==> src/rtl/seeprom_pkg.sv <==
package seeprom_pkg;
   localparam int OPW = 3;
   localparam logic [OPW-1:0] RD_OP = 3'b110;

   typedef enum logic [1:0] {S_IDLE, S_GO, S_WAIT, S_FIN} seq_st_t;
   typedef enum logic [2:0] {E_IDLE, E_CSUP, E_LOW, E_HIGH, E_TAIL} eng_st_t;
endpackage

==> src/rtl/seeprom_phase_tick.sv <==
module seeprom_phase_tick #(
   parameter int PHASE_CYC = 500
) (
   input  logic clk,
   input  logic rst_n,
   input  logic load,
   output logic tick
);
   localparam int CW = $clog2(PHASE_CYC + 1);

   generate
      if (PHASE_CYC < 1) begin : g_bad_phase
         $error("PHASE_CYC must be at least 1");
      end
   endgenerate

   logic [CW-1:0] cnt;

   always_ff @(posedge clk or negedge rst_n) begin
      if (!rst_n) cnt <= '0;
      else if (load) cnt <= CW'(PHASE_CYC - 1);
      else if (cnt != '0) cnt <= cnt - 1'b1;
   end

   assign tick = (cnt == '0);
endmodule

==> src/rtl/seeprom_bit_engine.sv <==
module seeprom_bit_engine
   import seeprom_pkg::*;
#(
   parameter int PHASE_CYC = 500,
   parameter int CMDW      = 11,
   parameter int DATAW     = 16,
   parameter int KEEPW     = 19,
   parameter int CNTW      = 5
) (
   input  logic             clk,
   input  logic             rst_n,
   input  logic             go,
   input  logic [CMDW-1:0]  cmd,
   input  logic [CNTW-1:0]  ncmd,
   output logic             fin,
   output logic [DATAW-1:0] rx_word,
   output logic             rx_probe,
   output logic             cs,
   output logic             sk,
   output logic             di,
   input  logic             sdo
);
   generate
      if (KEEPW <= DATAW) begin : g_bad_keep
         $error("KEEPW must exceed DATAW");
      end
      if ((1 << CNTW) <= CMDW + DATAW) begin : g_bad_cnt
         $error("CNTW too narrow for frame length");
      end
   endgenerate

   eng_st_t          st;
   logic [CMDW-1:0]  sh;
   logic [CNTW-1:0]  bit_no;
   logic [CNTW-1:0]  ncmd_q;
   logic [KEEPW-1:0] rx;
   logic             tick;
   logic             load;

   assign load = (st == E_IDLE) ? go : tick;

   seeprom_phase_tick #(.PHASE_CYC(PHASE_CYC)) u_tick (
      .clk(clk), .rst_n(rst_n), .load(load), .tick(tick)
   );

   always_ff @(posedge clk or negedge rst_n) begin
      if (!rst_n) begin
         st     <= E_IDLE;
         sh     <= '0;
         bit_no <= '0;
         ncmd_q <= '0;
         rx     <= '0;
         fin    <= 1'b0;
      end else begin
         fin <= 1'b0;
         unique case (st)
            E_IDLE: if (go) begin
               sh     <= cmd;
               ncmd_q <= ncmd;
               bit_no <= '0;
               rx     <= '0;
               st     <= E_CSUP;
            end
            E_CSUP: if (tick) st <= E_LOW;
            E_LOW:  if (tick) st <= E_HIGH;
            E_HIGH: if (tick) begin
               rx <= {rx[KEEPW-2:0], sdo};
               sh <= {sh[CMDW-2:0], 1'b0};
               if (bit_no == ncmd_q + CNTW'(DATAW - 1)) st <= E_TAIL;
               else begin
                  bit_no <= bit_no + 1'b1;
                  st     <= E_LOW;
               end
            end
            E_TAIL: if (tick) begin
               fin <= 1'b1;
               st  <= E_IDLE;
            end
            default: st <= E_IDLE;
         endcase
      end
   end

   assign cs       = (st != E_IDLE);
   assign sk       = (st == E_HIGH);
   assign di       = ((st == E_LOW) || (st == E_HIGH)) && (bit_no < ncmd_q) && sh[CMDW-1];
   assign rx_word  = rx[DATAW-1:0];
   assign rx_probe = rx[KEEPW-1];

   // checker state: length of the current high phase
   logic [31:0] hi_len;
   always_ff @(posedge clk or negedge rst_n) begin
      if (!rst_n) hi_len <= '0;
      else if (sk) hi_len <= hi_len + 1;
      else hi_len <= '0;
   end

   assert_sk_under_cs_R4: assert property (@(posedge clk) disable iff (!rst_n)
      sk |-> cs);
   assert_di_steady_high_R4: assert property (@(posedge clk) disable iff (!rst_n)
      (sk && $past(sk)) |-> $stable(di));
   assert_high_phase_len_R5: assert property (@(posedge clk) disable iff (!rst_n)
      $fell(sk) |-> (hi_len == 32'(PHASE_CYC)));
endmodule

==> src/rtl/seeprom_mac_check.sv <==
module seeprom_mac_check #(
   parameter int DATAW     = 16,
   parameter int MAC_WORDS = 3,
   localparam int MACW     = DATAW * MAC_WORDS
) (
   input  logic [MAC_WORDS-1:0][DATAW-1:0] words,
   output logic [MACW-1:0]                 mac,
   output logic                            bad
);
   localparam int BPW  = DATAW / 8;
   localparam int SUMW = DATAW + $clog2(MAC_WORDS + 1);
   localparam logic [SUMW-1:0] ONES_SUM = SUMW'(MAC_WORDS * ((1 << DATAW) - 1));

   generate
      if (DATAW % 8 != 0) begin : g_bad_width
         $error("DATAW must be a whole number of bytes");
      end
   endgenerate

   logic [MACW-1:0] raw;
   logic [SUMW-1:0] sum;

   generate
      for (genvar w = 0; w < MAC_WORDS; w++) begin : g_word
         for (genvar b = 0; b < BPW; b++) begin : g_byte
            assign raw[MACW-1-8*(w*BPW+b) -: 8] = words[w][8*b +: 8];
         end
      end
   endgenerate

   always_comb begin
      sum = '0;
      for (int w = 0; w < MAC_WORDS; w++) sum = sum + SUMW'(words[w]);
   end

   assign bad = (sum == '0) || (sum == ONES_SUM);
   assign mac = bad ? '0 : raw;
endmodule

==> src/rtl/seeprom_reader.sv <==
module seeprom_reader
   import seeprom_pkg::*;
#(
   parameter int PHASE_CYC = 500,
   parameter int DATAW     = 16,
   parameter int MAXAW     = 8,
   parameter int MINAW     = 6,
   parameter int MAC_BASE  = 10,
   parameter int MAC_WORDS = 3
) (
   input  logic                   clk,
   input  logic                   rst_n,
   input  logic                   start,
   input  logic                   fetch_mac,
   input  logic [MAXAW-1:0]       word_idx,
   output logic                   busy,
   output logic                   done,
   output logic [DATAW-1:0]       rd_data,
   output logic [DATAW*MAC_WORDS-1:0] mac_out,
   output logic                   mac_bad,
   output logic                   addr8,
   output logic                   rom_cs,
   output logic                   rom_sk,
   output logic                   rom_di,
   input  logic                   rom_do
);
   localparam int CMDW  = OPW + MAXAW;
   localparam int RESPW = CMDW + DATAW;
   localparam int KEEPW = RESPW - (OPW + MINAW) + 1;
   localparam int CNTW  = $clog2(RESPW + 1);
   localparam int WPW   = (MAC_WORDS > 1) ? $clog2(MAC_WORDS) : 1;
   localparam int MACW  = DATAW * MAC_WORDS;

   generate
      if (MAXAW <= MINAW) begin : g_bad_aw
         $error("MAXAW must exceed MINAW");
      end
      if (MAC_BASE + MAC_WORDS > (1 << MINAW)) begin : g_bad_base
         $error("station address must fit the narrow device");
      end
   endgenerate

   seq_st_t                        st;
   logic                           sized, probing, mode_q;
   logic [MAXAW-1:0]               idx_q;
   logic [WPW-1:0]                 wptr;
   logic [MAC_WORDS-1:0][DATAW-1:0] words;
   logic [MAXAW-1:0]               addr;
   logic                           wide;
   logic [CMDW-1:0]                cmd;
   logic [CNTW-1:0]                ncmd;
   logic                           eng_fin, eng_probe;
   logic [DATAW-1:0]               eng_word;
   logic [MACW-1:0]                chk_mac;
   logic                           chk_bad;

   always_comb begin
      if (probing)     addr = '1;
      else if (mode_q) addr = MAXAW'(MAC_BASE) + MAXAW'(wptr);
      else             addr = idx_q;
      wide = probing || addr8;
      cmd  = wide ? {RD_OP, addr} : {RD_OP, addr[MINAW-1:0], {(MAXAW-MINAW){1'b0}}};
      ncmd = wide ? CNTW'(OPW + MAXAW) : CNTW'(OPW + MINAW);
   end

   seeprom_bit_engine #(
      .PHASE_CYC(PHASE_CYC), .CMDW(CMDW), .DATAW(DATAW), .KEEPW(KEEPW), .CNTW(CNTW)
   ) u_eng (
      .clk(clk), .rst_n(rst_n), .go(st == S_GO), .cmd(cmd), .ncmd(ncmd),
      .fin(eng_fin), .rx_word(eng_word), .rx_probe(eng_probe),
      .cs(rom_cs), .sk(rom_sk), .di(rom_di), .sdo(rom_do)
   );

   seeprom_mac_check #(.DATAW(DATAW), .MAC_WORDS(MAC_WORDS)) u_chk (
      .words(words), .mac(chk_mac), .bad(chk_bad)
   );

   always_ff @(posedge clk or negedge rst_n) begin
      if (!rst_n) begin
         st      <= S_IDLE;
         sized   <= 1'b0;
         probing <= 1'b0;
         mode_q  <= 1'b0;
         idx_q   <= '0;
         wptr    <= '0;
         words   <= '0;
         addr8   <= 1'b0;
         rd_data <= '0;
         mac_out <= '0;
         mac_bad <= 1'b0;
         done    <= 1'b0;
      end else begin
         done <= 1'b0;
         unique case (st)
            S_IDLE: if (start) begin
               mode_q  <= fetch_mac;
               idx_q   <= word_idx;
               wptr    <= '0;
               probing <= !sized;
               st      <= S_GO;
            end
            S_GO: st <= S_WAIT;
            S_WAIT: if (eng_fin) begin
               if (probing) begin
                  sized   <= 1'b1;
                  addr8   <= eng_probe;
                  probing <= 1'b0;
                  st      <= S_GO;
               end else if (!mode_q) begin
                  rd_data <= eng_word;
                  st      <= S_FIN;
               end else begin
                  words[wptr] <= eng_word;
                  if (wptr == WPW'(MAC_WORDS - 1)) st <= S_FIN;
                  else begin
                     wptr <= wptr + 1'b1;
                     st   <= S_GO;
                  end
               end
            end
            S_FIN: begin
               if (mode_q) begin
                  mac_out <= chk_mac;
                  mac_bad <= chk_bad;
               end
               done <= 1'b1;
               st   <= S_IDLE;
            end
            default: st <= S_IDLE;
         endcase
      end
   end

   assign busy = (st != S_IDLE);

   assert_done_outside_busy_R9: assert property (@(posedge clk) disable iff (!rst_n)
      done |-> !busy);
   assert_done_single_R9: assert property (@(posedge clk) disable iff (!rst_n)
      done |=> !done);
   assert_cs_only_busy_R8: assert property (@(posedge clk) disable iff (!rst_n)
      rom_cs |-> busy);
   assert_start_ignored_R8: assert property (@(posedge clk) disable iff (!rst_n)
      (busy && start) |=> ($stable(idx_q) && $stable(mode_q)));
   assert_bad_means_zero_R7: assert property (@(posedge clk) disable iff (!rst_n)
      mac_bad |-> (mac_out == '0));
   assert_width_sticky_R2: assert property (@(posedge clk) disable iff (!rst_n)
      sized |=> (sized && $stable(addr8)));
endmodule

==> config.mk <==
export PLATFORM = sky130hd
export DESIGN_NAME = seeprom_reader
export DESIGN_NICKNAME = d
export VERILOG_FILES = /design/src/rtl/seeprom_pkg.sv /design/src/rtl/seeprom_phase_tick.sv /design/src/rtl/seeprom_bit_engine.sv /design/src/rtl/seeprom_mac_check.sv /design/src/rtl/seeprom_reader.sv
export SDC_FILE = /design/constraint.sdc
export NUM_CORES = 1
export LEC_CHECK = 0
export CAP_MARGIN = 20
export CORE_UTILIZATION = 55
export CTS_BUF_LIST = sky130_fd_sc_hd__clkbuf_16
export CTS_CLUSTER_SIZE = 25
export DETAILED_ROUTE_END_ITERATION = 10
export DONT_BUFFER_PORTS = 1
export PLACE_DENSITY = 0.82
export SLEW_MARGIN = 20
export SYNTH_ARGS = -nofsm -noshare
export SYNTH_HDL_FRONTEND = slang
export SYNTH_SLANG_ARGS = --single-unit
==> constraint.sdc <==
create_clock -name clk -period 5.5 [get_ports clk]
set_clock_uncertainty 0.1 [all_clocks]
set_input_delay 1.1 -clock clk [delete_from_list [all_inputs] [get_ports clk]]
set_output_delay 1.1 -clock clk [all_outputs]
set_load 0.02 [all_outputs]
==> impl_metrics.json, run 1 <==
{
  "grt_pass1_wl_microns": 30800,
  "synth_area_sq_um": 8920,
  "fin_nets": 929,
  "pre_cts_ws_ns": 0.497,
  "rsz0062_at_grt": "no",
  "synth_area_per_cell_sq_um": 10.1,
  "muxShareOfSynthArea_pct": 9.44,
  "synth-seq-cells": 180,
  "grtUsageTotal_pct": 23.9,
  "io_buffer_count": 0,
  "cp-start-kind": "register",
  "r2r_end": "mac_out[43]",
  "die_y_microns": 129,
  "run_status": "complete, no violations",
  "max_freq_ghz": 0.198,
  "setup_viol": 0,
  "crit_end": "mac_out[43]",
  "hold_buffers": 0,
  "grt_max_degree": 181,
  "crit_required_ns": 5.71,
  "clk_pin_slew_ns": 0.06,
  "synth-warning-count": 0,
  "min_period_ns": 5.04,
  "via_per_inst": 5.73,
  "worstPathMaxFanout": 49,
  "worst_pin_slew_ns": 0.836,
  "cp_slowest_stage_delay_ns": 0.57,
  "wl_microns": 18300,
  "synth_top_family_by_area": "simple AND/OR/NAND/NOR gates",
  "finalCoreUtilization_pct": 60.7,
  "area_growth_pct": 8.06,
  "period_share_pct": 91.7,
  "power_uw": 2420,
  "cp_cell_sequence": "ha_1, a21o_1, a21oi_1, o21ai_0, a21o_1, a21oi_1, o21ai_0, a21oi_1, xnor2_1, ha_1, and3_1, a31oi_1, o211ai_1, and4b_1, nor3_1, nand4_1, or4b_1, a211oi_4, buf_12, a21oi_1",
  "post-cts-setup-buffers": 0,
  "start_util_pct": 56.2,
  "worst-setup-path-type": "reg2reg",
  "synth_edf_count": 0,
  "ctsResizeCount": 0,
  "clk_latency_ns": 0.43,
  "rrSetupSlack_ns": 0.46,
  "leakagePower_uw": 0.00474,
  "cts_buffers": 17,
  "synthSimpleGateAreaFrac_pct": 14.5,
  "fin_hold_ws_ns": 0.262,
  "ys_types": 56,
  "tritoncts": "done",
  "rows": 46,
  "synth_nets": 940,
  "timing.critical_path.mode_cell": "a21oi_1",
  "final_hold_viol_count": 0,
  "clockRootBuffer": "clkbuf_16",
  "critPathSlowestCell": "or4b_1",
  "io-pin-count": 84,
  "cp-startpoint": "words[1]",
  "synthFlopType": "dfrtp_1",
  "fp.coreArea_sq_um": 15900,
  "htree_levels": 4,
  "setup.worst_path.end_class": "register",
  "cts.sink_count": 180,
  "cp.arrival_ns": 5.25,
  "antenna_found_initial": 0,
  "setup_slack_ns": 0.458,
  "antenna_left": 0,
  "rr_startpoint": "words[1]",
  "relSlewSlack_pct": 44.1,
  "vias": 6290,
  "dieArea_sq_um": 16700,
  "gp_congestion": 0.893,
  "yosysSeqAreaShare_pct": 50.5,
  "ff2ff_path_depth": 20,
  "netlist_instances": 883,
  "drt_iter0_markers": 459,
  "synth-compound-area-share_pct": 13.0,
  "n_antenna_cell": 0,
  "clockBufferDepth": 2,
  "fillers": 1354,
  "first_pass_iters": 5,
  "cap_violations": 0,
  "hold_path.class": "in2async",
  "grt_pass1_vias": 6189,
  "tns_ns": 0,
  "layout-drive-gt1-share_pct": 13.0,
  "overflow": 0,
  "peakVddDrop_mv": 0.233,
  "synth-xor-area-share_pct": 3.53,
  "p_per_area_nw_per_um2": 251,
  "post-route-drc-count": 0,
  "async_reset_ff_share_pct": 100,
  "wire_per_inst_microns": 16.7,
  "synthAdderAreaFrac_pct": 6.34,
  "drv_slew": 0,
  "hpwl_microns": 12800,
  "die_w_microns": 129
}
==> cells in the final DEF (no fill, tap or decap), types with 4 or more instances in the layout <==
cell       netlist  final
nor4_1           5      5
nand2_1        183    182
nand3_1          9      9
a21o_1          12     12
mux2_2          73     73
dfrtp_1        180    180
nand2b_1         7      7
o21ai_0         52     52
xnor2_1         20     20
buf_4            1      5
nand3b_1         5      5
and3_1           6      6
or2_2            4      4
inv_1           24     28
nor2_1          33     33
nor3_1          14     14
a21oi_1         81     81
nand4_1          6      6
o21a_1           6      6
a22oi_1          4      4
clkbuf_16        0     17
nor2b_1          5      5
clkinv_1         1      4
xor2_1          16     16
ha_1            42     42
a211oi_1         4      4
==> worst max-delay path, delay by kind of cell, from the launching register on <==
kind	cells	cell delay [ns]
adder cells (fa/ha/maj)	2	0.59
buffers and inverters	1	0.26
AO/OA/AOI/OAI	11	2.02
XOR/XNOR	1	0.14
AND/OR/NAND/NOR	5	1.38
flip-flops	1	0.41
==> sequential cells by signal, summed over array words and instances, names as in the netlist <==
signal	flops
mac_bad	1
mac_out	48
mode_q	1
u_eng.rx	19
addr8	1
u_eng.fin	1
st	2
u_eng.st	3
words	48
idx_q	8
u_eng.sh	11
u_eng.ncmd_q	2
sized	1
done	1
probing	1
u_eng.u_tick.cnt	9
u_eng.bit_no	5
rd_data	16
wptr	2
==> how the worst min path moves through the flow <==
stage | startpoint | endpoint | slack (ns) | depth (start not counted)
6_report | rst_n | u_eng.u_tick.cnt[2] | 0.26 | 0
3_3_place_gp | sized | probing | 0.34 | 1
2_1_floorplan | sized | sized | 0.34 | 1
3_5_place_dp | sized | sized | 0.35 | 1
4_1_cts | rst_n | u_eng.sh[1] | 0.25 | 0
5_1_grt | rst_n | u_eng.rx[14] | 0.24 | 0
==> cell usage after synthesis, types with 6 or more instances <==
| cell | number | area, sq um |
|---|---|---|
| nor2_1 | 33 | 124 |
| a21o_1 | 12 | 90.1 |
| nand4_1 | 6 | 37.5 |
| a21oi_1 | 81 | 405 |
| nor3_1 | 14 | 70.1 |
| nand3_1 | 9 | 45.0 |
| ha_1 | 42 | 526 |
| mux2_2 | 73 | 822 |
| inv_1 | 24 | 90.1 |
| and3_1 | 6 | 37.5 |
| o21ai_0 | 52 | 260 |
| o21a_1 | 6 | 45.0 |
| xor2_1 | 16 | 140 |
| nand2b_1 | 7 | 43.8 |
| clkbuf_1 | 32 | 120 |
| dfrtp_1 | 180 | 4500 |
| nand2_1 | 183 | 687 |
| xnor2_1 | 20 | 175 |
==> kinds of logic after synthesis <==
family                     Yosys count
muxes                               75
xor gates and xnor gates            36
AOI/OAI and AO/OA                  193
adders and majority gates           44
DFF                                180
and+or+nand+nor                    293
buffers and inverters               62
==> power breakdown <==
group | internal (uW) | switching, uW
combinational | 8.86 | 8.69
clock | 599 | 468
sequential | 1330 | 7.33
==> final cells by class <==
type | instances | area [sq um] | area share (%)
repair buffers | 7 | 72.6 | 0.753
inverters | 25 | 93.8 | 0.973
flip-flops and latches | 180 | 4500 | 46.7
clock buffers | 17 | 425 | 4.41
well taps | 216 | 270 | 2.80
multi-input cells | 641 | 4200 | 43.5
clock inverters | 12 | 78.8 | 0.817
==> routing by layer <==
| metal | track usage (%) | vias to the layer above | share of wire (%) |
|---|---|---|---|
| met5 | 0 | - | 0 |
| met3 | 5.12 | 23 | 4.3 |
| met4 | 8.86 | 0 | 1.5 |
| met2 | 38.9 | 121 | 49 |
| met1 | 31.6 | 3106 | 46 |
| li1 | - | 3040 | - |
==> through the flow <==
step | area, sq um | std cells
2_1_floorplan | 8920 | 883
3_3_place_gp | 9120 | 1068
3_5_place_dp | 9140 | 1069
4_1_cts | 9640 | 1098
5_1_grt | 9640 | 1098
6_report | 9640 | 1098
Power figures use the tool's default switching activity.
==> inputs of run 2 (changes only) <==
--- a/config.mk
+++ b/config.mk
@@ -6,6 +6,7 @@
 export NUM_CORES = 1
 export LEC_CHECK = 0
 export CAP_MARGIN = 20
+export CORE_MARGIN = 1.5
 export CORE_UTILIZATION = 55
 export CTS_BUF_LIST = sky130_fd_sc_hd__clkbuf_16
 export CTS_CLUSTER_SIZE = 25
@@ -15,4 +16,5 @@
 export SLEW_MARGIN = 20
 export SYNTH_ARGS = -nofsm -noshare
 export SYNTH_HDL_FRONTEND = slang
+export SYNTH_HIERARCHICAL = 1
 export SYNTH_SLANG_ARGS = --single-unit
==> run 2 against run 1 <==
  * First-iteration DRC count is 0.22% lower
  * Via count grew 4.7%
  * Worst hold slack barely moved
  * Total power increased by 38%
  * Sequential power rose by 22%
  * Flip-flop and latch count increased by 3
  * Highest routed layer unchanged
  * Wire length up 16%
  * Non-clock buffer count is 2 higher
  * Sequential share of layout area is 4.2 points lower
  * Global-route usage down 0.99 points
==> impl_metrics.json, run 2 <==
{
  "run_status": "complete, no violations",
  "multi_input_area_sq_um": 4990,
  "htree_levels": 4,
  "fillers": 1433,
  "final_common_cell": "dfrtp_1",
  "synth-seq-cells": 183,
  "tns_ns": 0,
  "wire_per_inst_microns": 19.2,
  "period_share_pct": 87.3,
  "grtUsageTotal_pct": 22.9,
  "yosysSeqAreaShare_pct": 44.4,
  "synth_commonest_cells": "183 x dfrtp_1, 95 x mux2_2, 77 x nand2_1",
  "io-pin-count": 84,
  "netlist_instances": 898,
  "hold_path.class": "in2async",
  "cp_cell_sequence": "fa_1, ha_1, inv_1, fa_1, nand2b_1, a211oi_2, o21ai_0, and3_1, xnor2_1, or3_1, nor4_4, buf_4, a221oi_1, mux2_2",
  "yosysMostFrequentCell": "dfrtp_1",
  "synth_area_per_cell_sq_um": 11.5,
  "clk_pin_slew_ns": 0.07,
  "setup.worst_path.end_class": "register",
  "crit_required_ns": 5.72,
  "overflow": 0,
  "leakagePower_uw": 0.00482,
  "cp-startpoint": "words[1]",
  "fin_nets": 915,
  "setup_viol": 0,
  "worstPathMaxFanout": 25,
  "peakVddDrop_mv": 0.270,
  "setup_slack_ns": 0.696,
  "antenna_left": 0,
  "cts_buffers": 17,
  "synth_area_sq_um": 10300,
  "p_per_area_nw_per_um2": 311,
  "seq_area_sq_um": 4580,
  "synth-xor-area-share_pct": 1.61,
  "area_growth_pct": 4.39,
  "worst_pin_slew_ns": 1.18,
  "gp_congestion": 0.911,
  "post-cts-setup-buffers": 0,
  "synthFlopType": "dfrtp_1",
  "critPathSlowestCell": "fa_1",
  "min_period_ns": 4.80,
  "largestRegisters": "mac_out: 48 flops, words: 48 flops, u_eng/rx: 19 flops",
  "dieArea_sq_um": 19600,
  "pre_cts_ws_ns": 0.826,
  "synth_edf_count": 0,
  "cp.arrival_ns": 5.02,
  "synth_top_family_by_area": "multiplexers",
  "cap_violations": 0,
  "timing.critical_path.mode_cell": "fa_1",
  "via_per_inst": 5.98,
  "rr_startpoint": "words[1]",
  "worst-setup-path-type": "reg2reg",
  "layout-drive-gt1-share_pct": 24.3,
  "rsz0062_at_grt": "no",
  "hold_buffers": 0,
  "die_w_microns": 140,
  "ctsResizeCount": 0,
  "drt_iter0_markers": 458,
  "clockRootBuffer": "clkbuf_16",
  "synth.largest_area_cell": "dfrtp_1",
  "muxShareOfSynthArea_pct": 16.8,
  "wl_microns": 21200,
  "synth-warning-count": 6,
  "cp_slowest_stage_delay_ns": 0.54,
  "hpwl_microns": 14500,
  "io_buffer_count": 0,
  "n_antenna_cell": 0,
  "rows": 49,
  "clockBufferDepth": 2,
  "max_freq_ghz": 0.208,
  "cts.sink_count": 183,
  "ys_types": 77,
  "grt_pass1_wl_microns": 35200,
  "relSlewSlack_pct": 21.3,
  "synth-compound-area-share_pct": 13.0,
  "tritoncts": "done",
  "grt_pass1_vias": 6598,
  "synthAdderAreaFrac_pct": 6.45,
  "final_hold_viol_count": 0,
  "grt_max_degree": 184,
  "antenna_found_initial": 0,
  "drv_slew": 0,
  "async_reset_ff_share_pct": 100,
  "first_pass_iters": 5,
  "post-route-drc-count": 0,
  "vias": 6584,
  "cp-start-kind": "register",
  "yosysTopAreaCellShare_pct": 44.4,
  "die_y_microns": 140,
  "synthTopCellsByArea": "dfrtp_1 44%, mux2_2 10%, mux2_4 4.7%",
  "synthSimpleGateAreaFrac_pct": 10.1,
  "fp.coreArea_sq_um": 18200,
  "layout_common_cells": "183 x dfrtp_1, 95 x mux2_2, 76 x nand2_1",
  "start_util_pct": 56.7,
  "clk_latency_ns": 0.43
}
[run 2: kinds of logic after synthesis]
| kind of cell | after synthesis |
|---|---|
| flops | 183 |
| buf+inv | 144 |
| mux | 145 |
| simple gates | 197 |
| fa+ha+maj | 43 |
| compound gates | 165 |
| xor+xnor | 19 |
| other cells | 2 |
[run 2: cell type report]
type,instances,share of cell area [%]
inverters,72,2.51
multi-input cells,576,46.3
flip-flops and latches,183,42.5
clock buffers,17,3.95
clock inverters,15,1.41
repair buffers,9,0.627
well taps,229,2.66
[run 2: through the flow]
| step | total power [uW] | utilization, % | instance area, sq um | hold slack, ns | instances |
|---|---|---|---|---|---|
| 2_1_floorplan | 2070 | - | 10300 | 0.314 | 903 |
| 3_3_place_gp | 2150 | 56.0 | 10200 | 0.334 | 1069 |
| 4_1_cts | 3390 | 59.1 | 10800 | 0.238 | 1101 |
| 3_5_place_dp | 2180 | 56.0 | 10200 | 0.335 | 1069 |
| 6_report | 3350 | 59.2 | 10800 | 0.262 | 1101 |
| 5_1_grt | 3510 | 59.2 | 10800 | 0.238 | 1101 |
[run 2: final timing paths]
path	end	slack (ns)	cells past startpoint
max	mac_out[8]	0.70	14
min	mac_out[32]	0.26	0
max reg2reg	mac_out[8]	0.70	14
min reg2reg	sized	0.35	2
max in group asynchronous	u_eng/u_tick/cnt[5]	4.77	0
min in group clk	sized	0.35	2
[run 2: metal layers]
metal,wire (microns),vias to the layer above,track usage [%]
met3,1180,29,6.26
met1,8990,3305,28.7
li1,-,3073,-
met4,413,0,7.92
met2,10600,177,38.6
met5,0,-,0
[run 2: power by group]
group | switching, uW | internal (uW)
combinational | 274 | 239
sequential | 145 | 1490
clock | 530 | 671
total | 950 | 2400
[run 2: worst max-delay path: cells and delay by family, from the launching register on]
kind	cells	cell delay [ns]
flops	1	0.41
compound gates	3	0.68
mux	1	0.31
buf+inv	2	0.51
simple gates	4	1.39
fa+ha+maj	3	1.11
xor+xnor	1	0.15
